[src/rtl/exc_pkg.sv]
package exc_pkg;
  localparam logic [1:0] CAUSE_ITLB = 2'd0;
  localparam logic [1:0] CAUSE_IRQ  = 2'd1;
  localparam logic [1:0] CAUSE_MODE = 2'd2;
  localparam int         NUM_SRC    = 3;
endpackage

[src/rtl/exc_source_qual.sv]
module exc_source_qual
  import exc_pkg::*;
#(
  parameter int          PC_W       = 32,
  parameter logic [31:0] REGION_TOP = 32'hC000_0000
) (
  input  logic            busy_i,
  input  logic            head_vld,
  input  logic            head_branch,
  input  logic            head_spec,
  input  logic            head_uc_load,
  input  logic            head_xfer_busy,
  input  logic            itlb_stall,
  input  logic            irq_pend,
  input  logic            sw_req,
  input  logic [PC_W-1:0] cur_pc,
  input  logic            in_dslot,
  output logic            hit_o,
  output logic [1:0]      cause_o
);
  localparam logic [PC_W-1:0] TOP = PC_W'(REGION_TOP);

  logic [NUM_SRC-1:0] req;
  logic [1:0]         code [NUM_SRC];
  logic               head_blocks_irq;

  assign head_blocks_irq = head_vld & head_uc_load & head_xfer_busy;

  // index order is priority order: lowest index wins
  assign req[0]  = itlb_stall & (~head_vld | (head_branch & ~head_spec));
  assign req[1]  = irq_pend & ~head_blocks_irq;
  assign req[2]  = sw_req & (cur_pc < TOP) & ~in_dslot;
  assign code[0] = CAUSE_ITLB;
  assign code[1] = CAUSE_IRQ;
  assign code[2] = CAUSE_MODE;

  always_comb begin
    hit_o   = 1'b0;
    cause_o = CAUSE_ITLB;
    for (int i = NUM_SRC - 1; i >= 0; i--) begin
      if (req[i] && !busy_i) begin
        hit_o   = 1'b1;
        cause_o = code[i];
      end
    end
  end
endmodule

[src/rtl/exc_drain_ctrl.sv]
module exc_drain_ctrl #(
  parameter int CNT_W  = 6,
  parameter int WAIT_W = 16
) (
  input  logic              clk,
  input  logic              rst,
  input  logic              hit_i,
  input  logic [1:0]        cause_i,
  input  logic [CNT_W-1:0]  exec_cnt,
  input  logic              work_pend,
  output logic              pend_o,
  output logic              take_o,
  output logic [1:0]        cause_o,
  output logic              wait_o,
  output logic [WAIT_W-1:0] wait_cnt_o
);
  localparam logic [WAIT_W-1:0] WAIT_MAX = '1;

  logic       pend_q;
  logic [1:0] held_cause_q;
  logic       drained;
  logic       fire;
  logic       stall;

  assign drained = (exec_cnt == '0) && !work_pend;
  assign fire    = pend_q && drained;
  assign stall   = pend_q && !drained;
  assign pend_o  = pend_q;

  always_ff @(posedge clk) begin
    if (rst) begin
      pend_q       <= 1'b0;
      held_cause_q <= 2'd0;
      take_o       <= 1'b0;
      cause_o      <= 2'd0;
      wait_o       <= 1'b0;
      wait_cnt_o   <= '0;
    end else begin
      take_o <= fire;
      wait_o <= stall;
      if (fire) begin
        pend_q     <= 1'b0;
        cause_o    <= held_cause_q;
        wait_cnt_o <= '0;
      end else if (stall) begin
        if (wait_cnt_o != WAIT_MAX) wait_cnt_o <= wait_cnt_o + 1'b1;
      end else if (hit_i) begin
        pend_q       <= 1'b1;
        held_cause_q <= cause_i;
      end
    end
  end
endmodule

[src/rtl/exc_recognizer.sv]
module exc_recognizer #(
  parameter int          CNT_W      = 6,
  parameter int          PC_W       = 32,
  parameter int          WAIT_W     = 16,
  parameter logic [31:0] REGION_TOP = 32'hC000_0000
) (
  input  logic              clk,
  input  logic              rst,
  input  logic              head_vld,
  input  logic              head_branch,
  input  logic              head_spec,
  input  logic              head_uc_load,
  input  logic              head_xfer_busy,
  input  logic              itlb_stall,
  input  logic              irq_pend,
  input  logic [CNT_W-1:0]  exec_cnt,
  input  logic              work_pend,
  input  logic              sw_req,
  input  logic [PC_W-1:0]   cur_pc,
  input  logic              in_dslot,
  output logic              take_exc,
  output logic [1:0]        exc_cause,
  output logic              exc_wait,
  output logic [WAIT_W-1:0] wait_cnt
);
  logic       pend;
  logic       hit;
  logic [1:0] cause;

  exc_source_qual #(.PC_W(PC_W), .REGION_TOP(REGION_TOP)) u_qual (
    .busy_i(pend), .head_vld(head_vld), .head_branch(head_branch),
    .head_spec(head_spec), .head_uc_load(head_uc_load),
    .head_xfer_busy(head_xfer_busy), .itlb_stall(itlb_stall),
    .irq_pend(irq_pend), .sw_req(sw_req), .cur_pc(cur_pc),
    .in_dslot(in_dslot), .hit_o(hit), .cause_o(cause)
  );

  exc_drain_ctrl #(.CNT_W(CNT_W), .WAIT_W(WAIT_W)) u_drain (
    .clk(clk), .rst(rst), .hit_i(hit), .cause_i(cause),
    .exec_cnt(exec_cnt), .work_pend(work_pend), .pend_o(pend),
    .take_o(take_exc), .cause_o(exc_cause), .wait_o(exc_wait),
    .wait_cnt_o(wait_cnt)
  );
endmodule

[config.mk]
export PLATFORM = sky130hd
export DESIGN_NAME = exc_recognizer
export DESIGN_NICKNAME = d
export VERILOG_FILES = /design/src/rtl/exc_pkg.sv /design/src/rtl/exc_source_qual.sv /design/src/rtl/exc_drain_ctrl.sv /design/src/rtl/exc_recognizer.sv
export SDC_FILE = /design/constraint.sdc
export NUM_CORES = 1
export LEC_CHECK = 0
export BUFFER_PORTS_ARGS = -buffer_cell sky130_fd_sc_hd__buf_2
export CAP_MARGIN = 20
export CORE_MARGIN = 3
export CORE_UTILIZATION = 37
export DETAILED_ROUTE_END_ITERATION = 6
export PLACE_DENSITY = 0.86
export SLEW_MARGIN = 10
export SYNTH_ARGS = -nofsm -noshare
export SYNTH_HDL_FRONTEND = slang
export SYNTH_SLANG_ARGS = --single-unit
export TNS_END_PERCENT = 20
[constraint.sdc]
create_clock -name clk -period 1.96 [get_ports clk]
set_clock_uncertainty 0.2 [all_clocks]
set_input_delay 0.098 -clock clk [delete_from_list [all_inputs] [get_ports clk]]
set_output_delay 0.098 -clock clk [all_outputs]
set_load 0.01 [all_outputs]
==> results.txt <==
The commonest cells after synthesis are sky130_fd_sc_hd__dfxtp_1 (23), sky130_fd_sc_hd__nor2_1 (22), sky130_fd_sc_hd__nand3_1 (11), sky130_fd_sc_hd__xnor2_1 (11), sky130_fd_sc_hd__nor3_1 (7). Cell with the most instances after synthesis: sky130_fd_sc_hd__dfxtp_1. Data on the critical path arrives at its endpoint at 1.93 ns. The synthesized instance count was 127; the initial antenna violation count was 0. All-layer global routing usage: 0.159. The worst setup path is launched from a flip-flop.

The area growth from synthesis to final layout works out to 39.6%. The run gives 0.675 nW as the leakage power summed over all cells. For the count of endpoints failing setup in the final report, the log shows 0. Counting stages on the worst path, the most repeated cell is sky130_fd_sc_hd__or3_1.

The area share of the largest cell type after synthesis was 0.423. The sequential-to-total area share from yosys stat is 0.423, and the number of standard-cell rows in the floorplan is 19. From left edge to right edge, the die measures 60.2 µm.

The tree is rooted in a sky130_fd_sc_hd__clkbuf_4. 0 antenna diodes ended up in the layout. The worst setup path is captured at a flip-flop. IR analysis of the VDD net gives a maximum drop of 362 µV. The area taken by flip-flops and latches was 460 µm².

The relative max-transition margin is 0.597, and the fraction of registers with async set or reset after synthesis is 0. For this run, design rule violations remaining after detail routing come to 0. Global routing finished with a remaining overflow of 0. The logs give 23 for the clock sink total and 32 for the violation count after the first detailed-routing iteration.

The tools report the number of nets in the finished design as 240. For the count of unique library cells instantiated by Yosys, the log shows 29. The multi-input combinational cells in the finished layout cover a total of 602 µm². After legalization and detailed placement, the total HPWL measured 2000 µm. The tightest min-delay check is of the primary input to flip-flop type. Traced cell by cell, the critical path runs through ha_1, nand4_1, nor4_4, or3_1, or3_1, a21oi_1. The run gives 0.391 as the initial cell density of the core. TritonCTS built the clock tree.

The clock period could shrink to 1.88 ns. The flip-flop cell with the highest count after synthesis was sky130_fd_sc_hd__dfxtp_1. The number of failing hold endpoints at the final stage came out at 0. After synthesis the netlist holds a flip-flop and latch count of 23.

In this run the mean area of a mapped cell was 8.56 µm². In this run the deepest clock path goes through 2 buffers. For the worst-skew pair, the clock arrives at the later sink with an insertion delay of 0.30 ns. The number of global-route vias before repair was 1,050. The via density per instance is 5.04. The share of the clock period used by the worst path was 0.961; the number of cells traversed by the worst hold path was 5. The run finished with clean final reports.

The run gives 0.00278 mm² as the core footprint. Power density over the cells: 538 mW/mm². Yosys attributes the largest share of cell area to sky130_fd_sc_hd__dfxtp_1 (42%), sky130_fd_sc_hd__xnor2_1 (8.9%), sky130_fd_sc_hd__nor2_1 (7.6%).

For this run, the number of Yosys warnings is 0. The number of enable-type register cells in the synthesized netlist works out to 0. Fraction of layout instances using a drive strength above 1: 0.335. The largest individual stage delay along the critical path comes from the cell sky130_fd_sc_hd__or3_1. The number of buffers and inverters on the critical path is 0.

The number of iterations in the first detailed-routing pass was 4. Summing all placed instances gives a cell area of 0.00141 mm². Kind of cell adding the most delay to the critical path: simple AND/OR/NAND/NOR gates. After detailed routing, the average wire length per cell comes to 12.3 µm. TritonCTS created 3 clock buffers. The count of port buffers added during placement is 39. The first global-routing pass estimated 4400 µm of wire.

The run gives 0.00152 mm² as the final standard cell area without fillers. The run gives 0.0759 ns as the slack of the critical path. The measured slew at the worst slew-check pin was 0.601 ns. After clock tree synthesis, the clock-pin slew on the worst setup and hold paths is 0.12 ns. The via count came out at 1,103. Register-to-register path setup slack: 0.08 ns.

The layout has 249 filler cells. The tools report the largest net degree at the start of global routing as 17. At the worst endpoint, the required time is 2.01 ns. Max-cap violations in this run came to 0. The post-route antenna net violation count came out at 0. The floorplan step defined a die boundary enclosing 0.00363 mm². The maximum net fanout on the critical path is 4. Measured along the y axis, the die boundary spans 60.2 µm. The congestion estimate from routability-driven global placement came to 0.820. Cell taking the most area after synthesis: sky130_fd_sc_hd__dfxtp_1. Setup repair after global routing could not meet its margin everywhere.

The number of nets handed over by synthesis was 178. The run gives 70 as the number of placed I/O pins. The max-slew violation count is 0, and the path depth of the worst reg2reg path is 6.

The number of gates on the worst path with buffers counted is 6, and the mapped cell area is 0.00109 mm². The largest incremental delay on the critical path is 0.35 ns. The wire length reported by the detailed router was 2680 µm; the fmax was 531 MHz.

The maximum level of the CTS H-tree is 1. By startpoint and endpoint, the worst setup path is classified as flip-flop to flip-flop. OpenSTA, run right after detailed placement, puts the worst setup slack at -0.0105 ns.
-- path summary, 6_finish.rpt --
| kind | start | end |
|---|---|---|
| setup / recovery | u_drain.wait_cnt_o[0] | u_drain.wait_cnt_o[13] |
| hold / removal | cur_pc[30] | u_drain.held_cause_q[0] |
| setup reg to reg | u_drain.wait_cnt_o[0] | u_drain.wait_cnt_o[13] |
| hold reg to reg | u_drain.held_cause_q[0] | u_drain.held_cause_q[0] |
-- worst register-to-register path, cell delays in order (launching register included) --
cell,delay (ns)
sky130_fd_sc_hd__dfxtp_1,0.34
sky130_fd_sc_hd__ha_1,0.24
sky130_fd_sc_hd__nand4_1,0.17
sky130_fd_sc_hd__nor4_4,0.06
sky130_fd_sc_hd__or3_1,0.35
sky130_fd_sc_hd__or3_1,0.33
sky130_fd_sc_hd__a21oi_1,0.14
-- cells in the final DEF, fill, tap and decap left out, types with 2 or more instances in the layout --
cell type	synthesis	routed
sky130_fd_sc_hd__and4_1	2	2
sky130_fd_sc_hd__nand4_1	4	4
sky130_fd_sc_hd__and3_1	3	3
sky130_fd_sc_hd__nand3_1	11	11
sky130_fd_sc_hd__or3_1	4	4
sky130_fd_sc_hd__inv_1	4	4
sky130_fd_sc_hd__buf_4	0	16
sky130_fd_sc_hd__buf_2	2	39
sky130_fd_sc_hd__clkbuf_4	0	3
sky130_fd_sc_hd__nor4_1	6	5
sky130_fd_sc_hd__xnor2_1	11	11
sky130_fd_sc_hd__mux2i_1	2	2
sky130_fd_sc_hd__nand2_1	6	6
sky130_fd_sc_hd__dlygate4sd3_1	0	6
sky130_fd_sc_hd__nor2_1	22	22
sky130_fd_sc_hd__dfxtp_1	23	23
sky130_fd_sc_hd__a21oi_1	3	3
sky130_fd_sc_hd__nor3_1	7	7
sky130_fd_sc_hd__o21ai_0	3	3
-- stage by stage --
step	hold slack, ns	util	instances	total power [mW]	TNS [ns]
after global placement	0.154	0.505	209	0.593	0
after CTS	0.0272	0.538	219	0.821	0
final	0.0288	0.546	219	0.817	0
after floorplan	-0.0296	-	127	0.550	0
after detailed placement	0.167	0.505	209	0.597	-0.0113
after global routing	0.0534	0.546	219	0.855	-0.0221
-- cells by family after synthesis --
group           synth area share
flops                      0.423
xor+xnor                  0.0967
buf+inv                   0.0472
fa+ha+maj                 0.0115
compound gates            0.0587
mux                       0.0184
simple gates               0.344
-- per-layer routing --
layer | wire length (µm) | vias to the layer above | GRT usage
met3 | 79 | 4 | 0.0194
met1 | 1220 | 503 | 0.196
li1 | - | 573 | -
met4 | 48 | 0 | 0.0823
met5 | 0 | - | 0
met2 | 1330 | 23 | 0.269
-- flip-flops by register name, summed over array words and instances (netlist names) --
signal,cells
u_drain.wait_o,1
u_drain.held_cause_q,2
u_drain.cause_o,2
u_drain.wait_cnt_o,16
u_drain.pend_o,1
u_drain.take_o,1
-- repair_timing --
item,4_1_cts,5_1_grt
hold buffers,6,0
endpoints found under the setup margin,5,7
hold endpoints to repair,7,0
buffers inserted,0,0
gates resized for setup,1,3
cloned,0,0
pin swaps,0,1
-- final cells by class --
| type | count | share of cell area |
|---|---|---|
| flip-flops and latches | 23 | 0.303 |
| inverters | 4 | 0.00989 |
| clock buffers | 4 | 0.0173 |
| repair buffers | 61 | 0.247 |
| multi-input cells | 96 | 0.397 |
| well taps | 31 | 0.0256 |
-- report_power, final --
group	switching (mW)	internal [mW]
combinational	0.0542	0.0581
sequential	0.00794	0.479
clock	0.138	0.0794
total	0.201	0.617
No activity file was read; power rests on OpenSTA's default activity.
